--- config.mk ---
export PLATFORM = sky130hd
export DESIGN_NAME = sarseq_top
export DESIGN_NICKNAME = d
export VERILOG_FILES = /design/src/rtl/sarseq_pkg.sv /design/src/rtl/sarseq_regs.sv /design/src/rtl/sarseq_clkgen.sv /design/src/rtl/sarseq_fsm.sv /design/src/rtl/sarseq_top.sv
export SDC_FILE = /design/constraint.sdc
export NUM_CORES = 1
export LEC_CHECK = 0
export BUFFER_PORTS_ARGS = -buffer_cell sky130_fd_sc_hd__buf_2
export CAP_MARGIN = 20
export CELL_PAD_IN_SITES_DETAIL_PLACEMENT = 1
export CELL_PAD_IN_SITES_GLOBAL_PLACEMENT = 1
export CORE_ASPECT_RATIO = 0.9
export CORE_MARGIN = 10
export CORE_UTILIZATION = 45
export DETAILED_ROUTE_END_ITERATION = 8
export PLACE_DENSITY_LB_ADDON = 0.3
export SYNTH_ARGS = -nofsm -noshare
export SYNTH_HDL_FRONTEND = slang
export SYNTH_SLANG_ARGS = --single-unit
--- constraint.sdc ---
create_clock -name clk -period 3.7 [get_ports clk]
set_clock_uncertainty 0.1 [all_clocks]
set_input_delay 0.185 -clock clk [delete_from_list [all_inputs] [get_ports clk]]
set_output_delay 0.185 -clock clk [all_outputs]
set_load 0.01 [all_outputs]
--- src/rtl/sarseq_pkg.sv ---
package sarseq_pkg;

    typedef enum logic [1:0] {
        ST_OFF    = 2'd0,
        ST_IDLE   = 2'd1,
        ST_SAMPLE = 2'd2,
        ST_CONV   = 2'd3
    } seq_state_t;

    localparam logic [1:0] A_CTRL = 2'd0;
    localparam logic [1:0] A_TIME = 2'd1;
    localparam logic [1:0] A_MODE = 2'd2;
    localparam logic [1:0] A_DATA = 2'd3;

    localparam logic [4:0] CHAN_OFF    = 5'h1F;
    localparam int         BASE_SAMPLE = 4;
    localparam int         LONG_MAX    = 24;
    localparam int         HS_EXTRA    = 2;

    // timing register layout, MSB first
    typedef struct packed {
        logic       hs;
        logic [1:0] long_sel;
        logic       long_en;
        logic [1:0] div_sel;
        logic [1:0] src_sel;
    } timing_cfg_t;

    function automatic int sample_total(input logic long_en, input logic [1:0] sel);
        if (!long_en) return BASE_SAMPLE;
        case (sel)
            2'd0:    return LONG_MAX;
            2'd1:    return 16;
            2'd2:    return 10;
            default: return 6;
        endcase
    endfunction

endpackage

--- src/rtl/sarseq_regs.sv ---
module sarseq_regs
    import sarseq_pkg::*;
#(
    parameter int RES_W = 16
) (
    input  logic             clk,
    input  logic             rst_n,
    input  logic             wr_en,
    input  logic             rd_en,
    input  logic [1:0]       addr,
    input  logic [7:0]       wdata,
    input  logic             conv_end,
    input  logic [RES_W-1:0] ana_result,
    output logic [4:0]       chan,
    output logic             ie,
    output timing_cfg_t      tcfg,
    output logic             trig_hw,
    output logic             cont,
    output logic             done,
    output logic [RES_W-1:0] result,
    output logic             restart,
    output logic             restart_off,
    output logic [RES_W-1:0] rdata
);

    always_comb begin
        restart     = wr_en && (addr == A_CTRL);
        restart_off = (wdata[4:0] == CHAN_OFF);
    end

    always_ff @(posedge clk or negedge rst_n) begin
        if (!rst_n) begin
            chan    <= CHAN_OFF;
            ie      <= 1'b0;
            tcfg    <= '0;
            trig_hw <= 1'b0;
            cont    <= 1'b0;
        end else if (wr_en) begin
            case (addr)
                A_CTRL: begin
                    chan <= wdata[4:0];
                    ie   <= wdata[5];
                end
                A_TIME: tcfg <= timing_cfg_t'(wdata);
                A_MODE: begin
                    trig_hw <= wdata[0];
                    cont    <= wdata[1];
                end
                default: ;
            endcase
        end
    end

    // flag: abort beats completion, completion beats read-clear
    always_ff @(posedge clk or negedge rst_n) begin
        if (!rst_n) begin
            done   <= 1'b0;
            result <= '0;
        end else begin
            if (restart)
                done <= 1'b0;
            else if (conv_end)
                done <= 1'b1;
            else if (rd_en && (addr == A_DATA))
                done <= 1'b0;
            if (conv_end)
                result <= ana_result;
        end
    end

    always_comb begin
        case (addr)
            A_CTRL:  rdata = RES_W'({done, ie, chan});
            A_TIME:  rdata = RES_W'(tcfg);
            A_MODE:  rdata = RES_W'({cont, trig_hw});
            default: rdata = result;
        endcase
    end

endmodule

--- src/rtl/sarseq_clkgen.sv ---
module sarseq_clkgen #(
    parameter int DIV_SEL_W = 2
) (
    input  logic                 clk,
    input  logic                 rst_n,
    input  logic [1:0]           src_sel,
    input  logic [DIV_SEL_W-1:0] div_sel,
    input  logic                 run,
    input  logic                 restart,
    input  logic                 alt2_tick,
    input  logic                 alt_tick,
    input  logic                 async_tick,
    output logic                 ctick
);

    localparam int MAX_DIV = 1 << ((1 << DIV_SEL_W) - 1);
    localparam int PC_W    = (MAX_DIV > 1) ? $clog2(MAX_DIV) : 1;

    logic [3:0]      src_vec;
    logic            src;
    logic [PC_W-1:0] pcnt;
    logic [PC_W-1:0] div_last;

    always_comb begin
        src_vec  = {async_tick, alt_tick, alt2_tick, 1'b1};
        src      = src_vec[src_sel];
        div_last = PC_W'((1 << div_sel) - 1);
        ctick    = run && src && (pcnt == div_last);
    end

    always_ff @(posedge clk or negedge rst_n) begin
        if (!rst_n)
            pcnt <= '0;
        else if (!run || restart)
            pcnt <= '0;
        else if (src)
            pcnt <= ctick ? '0 : pcnt + 1'b1;
    end

endmodule

--- src/rtl/sarseq_fsm.sv ---
module sarseq_fsm
    import sarseq_pkg::*;
#(
    parameter int CONV_CYCLES = 14
) (
    input  logic        clk,
    input  logic        rst_n,
    input  logic        restart,
    input  logic        restart_off,
    input  logic        trig_hw,
    input  logic        cont,
    input  logic        hw_trig,
    input  logic        ctick,
    input  timing_cfg_t tcfg,
    output logic        busy,
    output logic        conv_end,
    output seq_state_t  state
);

    localparam int CLEN_MAX = CONV_CYCLES + HS_EXTRA;
    localparam int CNT_MAX  = (CLEN_MAX > LONG_MAX) ? CLEN_MAX : LONG_MAX;
    localparam int CNT_W    = $clog2(CNT_MAX + 1);

    seq_state_t nxt;
    logic [CNT_W-1:0] cnt;
    logic [CNT_W-1:0] slen_last;
    logic [CNT_W-1:0] clen_last;
    logic samp_last, conv_last, cnt_clr, cnt_inc;

    always_comb begin
        slen_last = CNT_W'(sample_total(tcfg.long_en, tcfg.long_sel) - 1);
        clen_last = CNT_W'(CONV_CYCLES - 1 + (tcfg.hs ? HS_EXTRA : 0));
        samp_last = (cnt == slen_last);
        conv_last = (cnt == clen_last);
    end

    // state register
    always_ff @(posedge clk or negedge rst_n) begin
        if (!rst_n)
            state <= ST_OFF;
        else
            state <= nxt;
    end

    // transitions
    always_comb begin
        nxt     = state;
        cnt_clr = 1'b0;
        cnt_inc = 1'b0;
        if (restart) begin
            nxt     = restart_off ? ST_OFF : (trig_hw ? ST_IDLE : ST_SAMPLE);
            cnt_clr = 1'b1;
        end else begin
            unique case (state)
                ST_OFF: ;
                ST_IDLE: begin
                    if (trig_hw && hw_trig) begin
                        nxt     = ST_SAMPLE;
                        cnt_clr = 1'b1;
                    end
                end
                ST_SAMPLE: begin
                    if (ctick) begin
                        if (samp_last) begin
                            nxt     = ST_CONV;
                            cnt_clr = 1'b1;
                        end else begin
                            cnt_inc = 1'b1;
                        end
                    end
                end
                ST_CONV: begin
                    if (ctick) begin
                        if (conv_last) begin
                            nxt     = cont ? ST_SAMPLE : ST_IDLE;
                            cnt_clr = 1'b1;
                        end else begin
                            cnt_inc = 1'b1;
                        end
                    end
                end
            endcase
        end
    end

    // outputs
    always_comb begin
        busy     = (state == ST_SAMPLE) || (state == ST_CONV);
        conv_end = !restart && (state == ST_CONV) && ctick && conv_last;
    end

    always_ff @(posedge clk or negedge rst_n) begin
        if (!rst_n)
            cnt <= '0;
        else if (cnt_clr)
            cnt <= '0;
        else if (cnt_inc)
            cnt <= cnt + 1'b1;
    end

endmodule

--- src/rtl/sarseq_top.sv ---
module sarseq_top
    import sarseq_pkg::*;
#(
    parameter int RES_W       = 16,
    parameter int CONV_CYCLES = 14
) (
    input  logic             clk,
    input  logic             rst_n,
    input  logic             wr_en,
    input  logic             rd_en,
    input  logic [1:0]       addr,
    input  logic [7:0]       wdata,
    output logic [RES_W-1:0] rdata,
    input  logic             hw_trig,
    input  logic             alt2_tick,
    input  logic             alt_tick,
    input  logic             async_tick,
    input  logic [RES_W-1:0] ana_result,
    output logic             busy_o,
    output logic             irq_o
);

    logic [4:0]       chan_w;
    logic             ie_w, trig_hw_w, cont_w, done_w;
    logic             restart_w, restart_off_w, ctick_w, conv_end_w;
    logic [RES_W-1:0] result_w;
    timing_cfg_t      tcfg_w;
    seq_state_t       state_w;

    sarseq_regs #(.RES_W(RES_W)) u_regs (
        .clk         (clk),
        .rst_n       (rst_n),
        .wr_en       (wr_en),
        .rd_en       (rd_en),
        .addr        (addr),
        .wdata       (wdata),
        .conv_end    (conv_end_w),
        .ana_result  (ana_result),
        .chan        (chan_w),
        .ie          (ie_w),
        .tcfg        (tcfg_w),
        .trig_hw     (trig_hw_w),
        .cont        (cont_w),
        .done        (done_w),
        .result      (result_w),
        .restart     (restart_w),
        .restart_off (restart_off_w),
        .rdata       (rdata)
    );

    sarseq_clkgen #(.DIV_SEL_W(2)) u_clkgen (
        .clk        (clk),
        .rst_n      (rst_n),
        .src_sel    (tcfg_w.src_sel),
        .div_sel    (tcfg_w.div_sel),
        .run        (busy_o),
        .restart    (restart_w),
        .alt2_tick  (alt2_tick),
        .alt_tick   (alt_tick),
        .async_tick (async_tick),
        .ctick      (ctick_w)
    );

    sarseq_fsm #(.CONV_CYCLES(CONV_CYCLES)) u_fsm (
        .clk         (clk),
        .rst_n       (rst_n),
        .restart     (restart_w),
        .restart_off (restart_off_w),
        .trig_hw     (trig_hw_w),
        .cont        (cont_w),
        .hw_trig     (hw_trig),
        .ctick       (ctick_w),
        .tcfg        (tcfg_w),
        .busy        (busy_o),
        .conv_end    (conv_end_w),
        .state       (state_w)
    );

    assign irq_o = done_w && ie_w;

endmodule

* Word-level counts from Yosys, hierarchy flattened
Index checks and enable logic that the tools add are counted.
** Word-level totals
- Memories :: 0
- Bits in writable memories :: 0
- Bits in registers :: 43
- Word-level logic and storage cells :: 98
- Output and inout bits :: 18
- Bits in latches :: 0
- Memory bits (read-only) :: 0
** Cells by class
- $add $sub $neg :: 5
- Bitwise logic cells :: 0
- $lt $le $gt $ge :: 1
- Div/mod/pow operators :: 0
- Multipliers :: 0
- Mux-type cells :: 37
- Reductions and logical operators :: 23
- Shift-type cells :: 1
- Equal/unequal tests :: 17
** Operators by type and width (number)
- 16-bit one-hot mux with 3 select lines :: 1
- 2-bit two-way mux :: 10
- 1-bit two-way mux :: 15
- 5-bit two-way mux :: 3
- 5-bit one-hot mux with 3 select lines :: 1
- 2-bit == test, second input constant :: 5
- 5-bit == test :: 2
- 1-bit logical AND :: 9
- 3-bit two-way mux :: 3
- 3-bit by 2-bit != test with 1-bit output, second input constant :: 3
- 2-bit by 1-bit == test with 1-bit output, second input constant :: 3
- 3-bit != test, second input constant :: 2
- 2-bit one-hot mux with 3 select lines :: 1
- 2-bit AND reduction :: 3
- 6-bit AND reduction :: 1
- 5-bit by 1-bit adder with 5-bit output, second input constant :: 1
- 5-bit adder, first input constant :: 1
- 5-bit == test, second input constant :: 1
- 5-bit by 2-bit subtractor with 5-bit output, second input constant :: 1
- 2-bit zero test :: 2
- 2-bit nonzero test :: 2
- 4-bit nonzero test :: 1
- 3-bit by 1-bit adder with 3-bit output, second input constant :: 1
- 3-bit == test :: 1
- other kinds (9) :: 11

* Longest topological paths before layout
Gate-level depths: netlist (run 1).
- Word-level depth :: 11
- Depth in mapped cells :: 8
- Depth with buffers taken out :: 6

* Hierarchy
A second synthesis (run 1) with hierarchy kept.
** Second synthesis, totals
- Cells, all modules :: 193
- Area total of the unflattened synthesis :: 2317.2 µm²
** Modules (own cells, without submodules)
- sarseq_regs :: cells each 104, seq. area each 832.0 µm², times used 1, area an instance 1522.7 µm²
- sarseq_fsm :: cells each 60, seq. area each 175.2 µm², times used 1, area an instance 548.0 µm²
- sarseq_clkgen :: cells each 28, seq. area each 75.1 µm², times used 1, area an instance 240.2 µm²
- sarseq_top :: cells each 1, seq. area each 0.0 µm², times used 1, area an instance 6.3 µm²

* Worst setup path after synthesis (run 1)
OpenSTA, ideal clock, no wires.
- Kind :: register -> register
- From :: reg, netlist name u_regs.tcfg[3]
- To :: reg u_regs.result[10]
- Period minus slack after synthesis :: 2.229 ns
- Setup slack :: 1.471 ns
- Stages on the path, launching flop included :: 9
- Arrival :: 2.004 ns
- Buffers on the path :: 2
- Path through :: dfrtp_1 > nor4b_2 > o31ai_1 > a21oi_2 > nand2b_1 > buf_6 > nor3_4 > buf_8 > mux2_2
** Between the ends
- Longest elaborated chain between the ends :: 6
** RTL lines
- 1-bit by 2-bit << shifter with 3-bit output :: RTL line sarseq_clkgen.sv:27 : div_last = PC_W'((1 << div_sel) - 1);
- 3-bit by 2-bit subtractor with 3-bit output :: RTL line sarseq_clkgen.sv:27
- 3-bit == test :: RTL line sarseq_clkgen.sv:28 : ctick = run && src && (pcnt == div_last);
- 1-bit logical AND :: RTL line sarseq_clkgen.sv:28
- 1-bit logical AND (2 in series) :: RTL line sarseq_fsm.sv:89 : conv_end = !restart && (state == ST_CONV) && ctick && conv_last;
- to (signal assigned) :: RTL line sarseq_regs.sv:67 : result <= ana_result;
- to (decl) :: RTL line sarseq_regs.sv:20 : output logic [RES_W-1:0] result,
No other way between the ends.
A chain may end at the register's enable or synchronous reset.

* Worst setup path in the final report (run 1)
- From :: reg, netlist name u_regs.tcfg[3]
- To :: reg u_regs.result[0]
** Between the ends
- Longest elaborated chain between the ends :: 6
** RTL lines (RTL line)
- 1-bit by 2-bit << shifter with 3-bit output :: sarseq_clkgen.sv:27
- 3-bit by 2-bit subtractor with 3-bit output :: sarseq_clkgen.sv:27
- 3-bit == test :: sarseq_clkgen.sv:28
- 1-bit logical AND :: sarseq_clkgen.sv:28
- 1-bit logical AND (2 in series) :: sarseq_fsm.sv:89
No other way between the ends.

==> results of run 1 <==
## cell type report
cell class              instances  area share [%]
clock buffers                   6            2.60
inverters                       4           0.539
repair buffers                 63            13.4
clock inverters                 2            1.35
multi-input cells             152            40.4
flip-flops and latches         43            38.8
well taps                      65            2.92
## through the flow
step           worst slack [ps]  cell area, sq um  total power [uW]
2_1_floorplan              1470              2280               936
3_3_place_gp               1090              2570              1050
3_5_place_dp                969              2570              1070
4_1_cts                     937              2770              1450
5_1_grt                     779              2790              1540
6_report                    975              2790              1440
## path summary, 6_finish.rpt
check | end | slack, ps
min in group asynchronous | u_regs.tcfg[4] | 470
setup / recovery | u_regs.result[0] | 980
hold / removal | u_regs.result[2] | 8
setup reg to reg | u_regs.result[0] | 980
max in group asynchronous | u_fsm.cnt[1] | 2420
hold reg to reg | u_regs.chan[3] | 360
## report_power, final
part,switching (uW),internal [uW]
registers,115,569
clock network,168,201
logic,194,189
## synthesized netlist by cell type, drive strengths merged, types with 3 or more instances
| library cell | number | share of area [%] |
|---|---|---|
| buf | 3 | 1.3 |
| and3 | 9 | 2.5 |
| inv | 4 | 0.66 |
| clkbuf | 7 | 1.2 |
| nand2 | 31 | 5.1 |
| nor3 | 5 | 1.6 |
| dfstp | 5 | 5.8 |
| dfrtp | 38 | 42 |
| nand3b | 3 | 0.99 |
| mux2 | 27 | 13 |
| mux2i | 9 | 4.0 |
| nor2 | 9 | 1.5 |
| o21ai | 7 | 1.5 |
| nand3 | 3 | 0.66 |
| a2bb2oi | 3 | 1.2 |
| a21oi | 11 | 2.6 |
## cells by family after synthesis
group | synth area share [%]
and+or+nand+nor | 18.8
DFF | 47.5
muxes | 19.3
AOI/OAI and AO/OA | 9.50
buffers and inverters | 3.13
xor gates and xnor gates | 0.769
adders and majority gates | 1.10
## metal layers
metal / up-vias / global-route usage [%] / share of wire, %
li1: 869 / - / -
met1: 943 / 21.0 / 44
met2: 37 / 26.1 / 49
met3: 11 / 3.79 / 4.1
met4: 0 / 5.84 / 2.0
met5: - / 0 / 0
## flip-flops by register name, indices dropped and copies added (netlist names)
name,flops
u_regs.result,16
u_regs.trig_hw,1
u_regs.ie,1
u_clkgen.pcnt,3
u_regs.tcfg,8
u_regs.done,1
u_fsm.state,2
u_regs.cont,1
u_fsm.cnt,5
u_regs.chan,5
## layout by cell type (no fill, tap or decap), types with 2 or more instances in the layout
cell type / netlist / layout
mux4_2: 2 / 2
clkbuf_8: 0 / 5
mux2_2: 27 / 27
nor2_1: 9 / 9
nand3_1: 3 / 3
dlygate4sd3_1: 0 / 11
ha_1: 2 / 2
dfrtp_1: 38 / 38
a21oi_1: 10 / 10
buf_2: 0 / 51
nor3_1: 4 / 4
inv_1: 4 / 4
nand2b_1: 2 / 2
dfstp_2: 5 / 5
mux2i_1: 9 / 9
nand2_1: 31 / 31
nand3b_1: 3 / 3
and2_1: 2 / 2
and3_1: 9 / 9
a2bb2oi_1: 3 / 3
o21ai_0: 7 / 7
nor2b_1: 2 / 2
or4_1: 2 / 2
## worst register-to-register path, delay by kind of cell (launching register included)
family	cells	cell delay, ps
simple gates	3	1290
flops	1	450
mux	1	420
compound gates	2	350
==> summary.txt, run 1 <==
Run
  – Max-Cap Viols: 0

Cells and area
  – Finished Layout Cells: around 340
  – FF/Latch Area: roughly 1100 sq um
  – Layout area overhead: 22.3%
  – Final core utilization: between 50% and 60%
  – Layout filler cell count: approximately 570
  – Multi-input gate area: 1130 sq um
  – N_diodes: 0
  – Share of layout cells above drive strength 1: about two fifths
  – Nets: roughly 300

Logic synthesis
  – YS warnings: 0
  – Cells after Synth: approximately 210
  – Ys async rst share: 100%
  – #FFs+latches synth: 43
  – Netlist cell types: a little under 50
  – Synthesized net count: roughly 250
  – Synth Area per Inst: 10.9 sq um
  – Seq/Total Area, Yosys: a little under half
  – Mapped Area: 2280 sq um
  – Prevailing post-synth register cell: dfrtp_1
  – Number of synthesized flops with an enable pin: 0

Clocking
  – Root Driver: clkbuf_8
  – Post-CTS Repair Setup Buffers: 0
  – Clock sink count: 43
  – CTS clock-pin slew for the worst setup and hold paths: ~80 ps
  – Hold buffers post-CTS: 9
  – Post-CTS sizing: 0
  – CTS HTree Levels: 2
  – CTS tree: done
  – Num CTS Buffers: 5
  – Worst-case clock buffer depth: 2
  – Worst skew pair latency: ~300 ps

Global route
  – Total congestion overflow: 0
  – Global-route wire length before repair: roughly 11 mm
  – Antenna violations before repair: 0
  – Largest net degree at the start of global routing: 44
  – Gr usage total: approximately 16%
  – Vias in the first global route: slightly above 2000

Worst setup path
  – Worst Setup SP: u_regs.tcfg[3]
  – Crit path max-delay family: simple AND/OR/NAND/NOR gates
  – WS Path Type: flop to flop
  – Critical path, cell by cell: nor4b_2, o31ai_1, a21oi_2, nand2b_1, nor3_4, mux2_2
  – Startpoint Class: flop
  – Worst Path Buf+Inv: 0
  – CP peak stage delay: 760 ps
  – Worst path arrival time: about 2800 ps
  – Critical path depth: 6
  – Setup crit end kind: flop
  – Worst Reg-to-Reg Cells: 6
  – Slowest cell on crit path: nor3_4
  – R2r startpoint: u_regs.tcfg[3]
  – Worst EP required: about 3800 ps
  – CP max FO: 17

STA
  – Final setup violation count: 0
  – Max-slew headroom: a little over a third
  – RSZ-0062 raised after global routing: no
  – Final period util: 73.6%
  – Setup TNS Final: 0 ps
  – Final Hold Fails: 0
  – Tightest Pin Transition: slightly below 1000 ps
  – Max Fclk: between 300 and 400 MHz
  – Hold_ws: 7.77 ps
  – Fin. max-slew vios: 0
  – Final min period: between 2000 and 3000 ps

Routing
  – ANT nets after route: 0
  – Initial DRC count: 69
  – DR vias/cell: approximately 5.6
  – DRC errors left: 0
  – Via count: between 1500 and 2000
  – Routed WL per cell: around 19 microns
  – DR pass1 iterations: 4
  – Final wirelength: around 6.3 mm

Power
  – Max IR drop VDD: 239 uV
  – Pleak: 0.00140 uW
  – Pwr per Cell Area: roughly 500 nW/um^2

Min path
  – WHS Path Cells: 2
  – Hold_sp: ana_result[2]
  – Hold Path Class: primary input to flop

Placed design
  – Dpl hpwl: 4.44 mm
  – GPL Wtd Cong: 0.812
  – Placed cells: between 300 and 400
  – Number of port buffers: 51

Floorplanning
  – Row count: 24
  – Core box area: 4860 sq um
  – Initial Utilization: between 40% and 50%
  – Die Width: about 95 microns
  – Die Ht: 87.5 microns
  – Num ports: 52
  – Die area: slightly above 8000 sq um

Outcome
  – Status: completed
Power figures use the tool's default switching activity.
==> inputs of run 2 (changes only) <==
CORE_UTILIZATION = 42   (was 45)
clock period = 2.6 ns   (was 3.7 ns; I/O delays follow)
==> summary.txt, run 2 (synthesis gave the netlist of run 1 again) <==
Placed design
  – Post-place setup slack: 283 ps (-686 ps)
  – Dpl hpwl: 4.73 mm (+6.6%)
  – Placed inst area: 2620 sq um (+2.0%)
  – GPL Wtd Cong: 0.802 (-1.2%)
  – Number of port buffers: 51 (unchanged)

Global route
  – Vias in the first global route: 2182 (+6.5%)
  – Total congestion overflow: 0 (unchanged)
  – Largest net degree at the start of global routing: 44 (unchanged)
  – Gr usage total: 15.4% (-0.88 points)
  – Antenna violations before repair: 0 (unchanged)
  – Global-route wire length before repair: 11.2 mm (+5.3%)

Worst setup path
  – WS Path Type: flop to flop
  – Critical path, cell by cell: nor4b_2, o31ai_1, a21oi_2, nand2b_1, nor3_4, buf_12, mux2_2
  – Worst EP required: 2690 ps (-1100 ps)
  – Worst reg2reg setup slack: 280 ps (-700 ps)
  – Worst Path Buf+Inv: 1 (+1)
  – Slowest cell on crit path: dfrtp_1
  – CP peak stage delay: 450 ps (-310 ps)
  – Critical path depth: 7 (+1)
  – Setup crit end kind: flop
  – R2r startpoint: u_regs.tcfg[3]
  – Crit path max-delay family: simple AND/OR/NAND/NOR gates
  – Startpoint Class: flop
  – Worst Reg-to-Reg Cells: 7 (+1)
  – Worst path arrival time: 2410 ps (-400 ps)
  – CP max FO: 17 (unchanged)
  – R2R Path End: u_regs.result[11]

Clocking
  – CTS clock-pin slew for the worst setup and hold paths: 80 ps (about the same)
  – Num CTS Buffers: 5 (unchanged)
  – Clock sink count: 43 (unchanged)
  – CTS tree: done
  – Root Driver: clkbuf_8
  – CTS HTree Levels: 2 (unchanged)
  – Worst skew pair latency: 300 ps (about the same)
  – Post-CTS sizing: 0 (unchanged)
  – Worst-case clock buffer depth: 2 (unchanged)

Routing
  – DRC errors left: 0 (unchanged)
  – Final wirelength: 6.62 mm (+5.5%)
  – Initial DRC count: 48 (-30%)
  – ANT nets after route: 0 (unchanged)
  – DR pass1 iterations: 4 (unchanged)
  – DR vias/cell: 5.40 (-2.8%)
  – Via count: 1927 (+3.6%)
  – Routed WL per cell: 18.5 microns (-1.0%)

Cells and area
  – Largest regs: u_regs.result x16, u_regs.tcfg x8
  – Largest Register: u_regs.result
  – Nets: 325 (+6.6%)
  – Layout filler cell count: 608 (+7.4%)
  – Most common cell after layout, fill and taps aside: buf_2
  – Final core utilization: 56.6% (-0.69 points)
  – Number of flip-flops in the largest register: 16 (unchanged)
  – Share of layout cells above drive strength 1: 37.9% (-0.59 points)
  – Post-Layout Inst Area: 2980 sq um (+6.7%)
  – Layout area overhead: 30.5%
  – FF/Latch Area: 1080 sq um (unchanged)
  – N_diodes: 0 (unchanged)
  – Most frequent cells in the layout: buf_2, dfrtp_1, nand2_1, mux2_2, dlygate4sd3_1
  – Multi-input gate area: 1130 sq um (unchanged)

Floorplanning
  – Num ports: 52 (unchanged)
  – Core box area: 5260 sq um (+8.0%)
  – Initial Utilization: 43.4% (-3.5 points)
  – Die Width: 97.7 microns (+2.8%)
  – Row count: 25 (+4.2%)
  – Die Ht: 89.9 microns (+2.7%)
  – Die area: 8780 sq um (+5.6%)

Run
  – Max-Cap Viols: 0 (unchanged)

Power
  – Max IR drop VDD: 387 uV (+62%)
  – Power, Total: 1980 uW (+38%)
  – Pwr per Cell Area: 664 nW/um^2 (+29%)
  – Pleak: 0.00148 uW (+6.2%)

STA
  – Final setup violation count: 0 (unchanged)
  – Final Hold Fails: 0 (unchanged)
  – Setup TNS Final: 0 ps (unchanged)
  – Worst setup margin: 280 ps (-696 ps)
  – Final min period: 2320 ps (-404 ps)
  – RSZ-0062 raised after global routing: no
  – Final period util: 89.2% (+16 points)
  – Max-slew headroom: 63.2% (+28 points)
  – Tightest Pin Transition: 550 ps (-419 ps)
  – Fin. max-slew vios: 0 (unchanged)
  – Max Fclk: 431 MHz (+17%)

Outcome
  – Status: completed

Min path
  – Hold Path Class: primary input to asynchronous set/reset pin
run 2: changes by cell type in the layout (fill, tap and decap cells not counted):
cell,before,now
buf_4,1,5
dlygate4sd3_1,11,25
buf_12,0,2
bufinv_16,1,0
clkinv_2,0,1
run 2: power breakdown:
part           internal (uW)  switching, uW
registers                810            156
logic                    295            287
clock network            188            240
run 2: worst max path at each step:
stage | start | slack, ps | to
2_1_floorplan | u_regs.tcfg[3] | 370 | u_regs.result[10]
3_3_place_gp | u_regs.tcfg[3] | 390 | u_regs.result[5]
3_5_place_dp | u_regs.tcfg[3] | 280 | u_regs.result[11]
4_1_cts | u_regs.tcfg[3] | 260 | u_regs.result[11]
5_1_grt | u_regs.tcfg[3] | 120 | u_regs.result[11]
6_report | u_regs.tcfg[3] | 280 | u_regs.result[11]
run 2: repair_timing:
action / 4_1_cts / 5_1_grt
hold endpoints to repair: 63 / 0
setup buffers: 0 / 0
hold buffers: 25 / 0
run 2: metrics by stage:
stage / instances / hold WS [ps]
6_report: 357 / 71.9
5_1_grt: 357 / 58.4
4_1_cts: 356 / 87.8
3_5_place_dp: 323 / 252
3_3_place_gp: 323 / 243
2_1_floorplan: 209 / -266
run 2: final cells by class:
type	instances	area share (%)
Clock inverter	2	0.421
Tap cell	67	2.82
Clock buffer	6	2.44
Inverter	4	0.505
Sequential cell	43	36.4
Multi-Input combinational cell	152	37.8
Timing Repair Buffer	83	19.6
run 2: metal layers:
layer	part of all wire, %	track usage (%)
met1	43	18.5
met2	51	25.7
met3	5.0	4.74
met4	1.5	4.72
met5	0	0
==> inputs of run 3 (changes only) <==
CORE_MARGIN = 4   (was 10)
PLACE_DENSITY = 0.89   (was unset)
PLACE_DENSITY_LB_ADDON = unset   (was 0.3)
==> summary.txt, run 3 (synthesis gave the netlist of run 1 again) <==
Global route
  – Gr usage total: 24.2% (+8.8 points)
  – Largest net degree at the start of global routing: 44 (unchanged)
  – Antenna violations before repair: 0 (unchanged)
  – Global-route wire length before repair: 12.2 mm (+9.2%)
  – Vias in the first global route: 2321 (+6.4%)
  – Total congestion overflow: 0 (unchanged)

Cells and area
  – Most frequent cells in the layout: buf_2, dfrtp_1, nand2_1, mux2_2, dlygate4sd3_1
  – Most common cell after layout, fill and taps aside: buf_2
  – FF/Latch Area: 1080 sq um (unchanged)
  – Post-Layout Inst Area: 2970 sq um (about the same)
  – Number of flip-flops in the largest register: 16 (unchanged)
  – Nets: 324 (-0.31%)
  – Largest Register: u_regs.result
  – N_diodes: 0 (unchanged)
  – Layout area overhead: 30.5% (about the same)
  – Largest regs: u_regs.result x16, u_regs.tcfg x8
  – Layout filler cell count: 584 (-3.9%)
  – Share of layout cells above drive strength 1: 38.1% (+0.13 points)
  – Multi-input gate area: 1130 sq um (unchanged)

Routing
  – Final wirelength: 7.49 mm (+13%)
  – DR vias/cell: 5.66 (+4.8%)
  – ANT nets after route: 0 (unchanged)
  – DR pass1 iterations: 4 (unchanged)
  – Via count: 2014 (+4.5%)
  – Initial DRC count: 69 (+44%)
  – Routed WL per cell: 21.0 microns (+14%)
  – DRC errors left: 0 (unchanged)

Floorplanning
  – Core box area: 5260 sq um (unchanged)
  – Num ports: 52 (unchanged)
  – Row count: 25 (unchanged)
  – Die Ht: 77.9 microns (-13%)
  – Die Width: 85.7 microns (-12%)
  – Die area: 6670 sq um (-24%)
  – Initial Utilization: 43.4% (unchanged)

Power
  – Max IR drop VDD: 443 uV (+15%)
  – Pleak: 0.00149 uW (+0.37%)
  – Pwr per Cell Area: 717 nW/um^2 (+7.9%)
  – Power, Total: 2130 uW (+7.8%)

Run
  – Max-Cap Viols: 0 (unchanged)

Clocking
  – CTS HTree Levels: 2 (unchanged)
  – Clock sink count: 43 (unchanged)
  – CTS clock-pin slew for the worst setup and hold paths: 100 ps (+20 ps)
  – Root Driver: clkbuf_8
  – Num CTS Buffers: 5 (unchanged)
  – CTS tree: done
  – Worst skew pair latency: 310 ps (about the same)
  – Worst-case clock buffer depth: 2 (unchanged)

Worst setup path
  – CP peak stage delay: 440 ps (about the same)
  – Worst EP required: 2700 ps (about the same)
  – Critical path, cell by cell: and4bb_2, o31ai_1, a21oi_2, nand2b_1, nor3_4, buf_6, mux2_2
  – Startpoint Class: flop
  – Slowest cell on crit path: dfrtp_1
  – CP max FO: 15 (-2)
  – Worst path arrival time: 2520 ps (+110 ps)
  – WS Path Type: flop to flop
  – Setup crit end kind: flop

Placed design
  – Dpl hpwl: 4.71 mm (-0.48%)
  – Placed inst area: 2610 sq um (-0.48%)
  – Number of port buffers: 51 (unchanged)
  – Post-place setup slack: 168 ps (-115 ps)
  – GPL Wtd Cong: 0.899 (+12%)

STA
  – Final Hold Fails: 0 (unchanged)
  – Fin. max-slew vios: 0 (unchanged)
  – Final min period: 2420 ps (+99.4 ps)
  – Max Fclk: 413 MHz (-4.1%)
  – Worst setup margin: 180 ps (-99.4 ps)
  – Max-slew headroom: 34.9% (-28 points)
  – Hold_ws: 114 ps (+42.3 ps)
  – Final setup violation count: 0 (unchanged)
  – RSZ-0062 raised after global routing: no
  – Final period util: 93.1% (+3.8 points)
  – Setup TNS Final: 0 ps (unchanged)
  – Tightest Pin Transition: 977 ps (+427 ps)

Outcome
  – Status: completed

Min path
  – Hold Path Class: primary input to flop
==> run 3: layout make-up <==
type                            instances  share of cell area (%)
Inverter                                4                   0.505
Sequential cell                        43                    36.4
Tap cell                               67                    2.82
Timing Repair Buffer                   82                    18.6
Clock buffer                            5                    2.31
Multi-Input combinational cell        152                    37.9
Clock inverter                          3                    1.47
==> run 3: path summary, 6_finish.rpt <==
kind,from,to,slack [ps],cells past startpoint
min in group asynchronous,rst_n,u_regs.tcfg[6],420,2
hold reg to reg,u_regs.chan[1],u_regs.chan[1],370,2
max in group asynchronous,rst_n,u_regs.tcfg[2],1360,2
setup / recovery,u_regs.tcfg[2],u_regs.result[15],180,7
setup reg to reg,u_regs.tcfg[2],u_regs.result[15],180,7
hold / removal,rd_en,u_regs.done,110,3
==> run 3: layer usage <==
metal | track usage, % | vias to the layer above | share of wire [%] | wire, microns
met4 | 12.8 | 0 | 4.5 | 334
met3 | 4.14 | 21 | 3.3 | 246
li1 | - | 903 | - | -
met5 | 0 | - | 0 | 0
met2 | 42.2 | 57 | 52 | 3930
met1 | 28.2 | 1033 | 40 | 2980
==> run 3: power by group <==
| group | internal, uW | total, uW | switching, uW |
|---|---|---|---|
| clock network | 287 | 551 | 264 |
| registers | 810 | 980 | 170 |
| logic | 293 | 601 | 309 |
==> run 3: critical path, delay by kind of cell (launching register included) <==
kind / cells / cell delay, ps
compound gates: 2 / 350
buf+inv: 1 / 220
flops: 1 / 440
mux: 1 / 390
simple gates: 3 / 810
==> run 3: repair_timing <==
item | CTS | global route
resized for setup | 0 | 1
setup endpoints to repair | 0 | 6
hold endpoints to repair | 63 | 0
hold buffers | 25 | 0
buffers inserted | 0 | 0
==> run 3: through the flow <==
step / instances / utilization [%]
after floorplan: 209 / -
after global placement: 323 / 49.6
after detailed placement: 323 / 49.6
after CTS: 356 / 56.5
after global routing: 356 / 56.6
final: 356 / 56.6
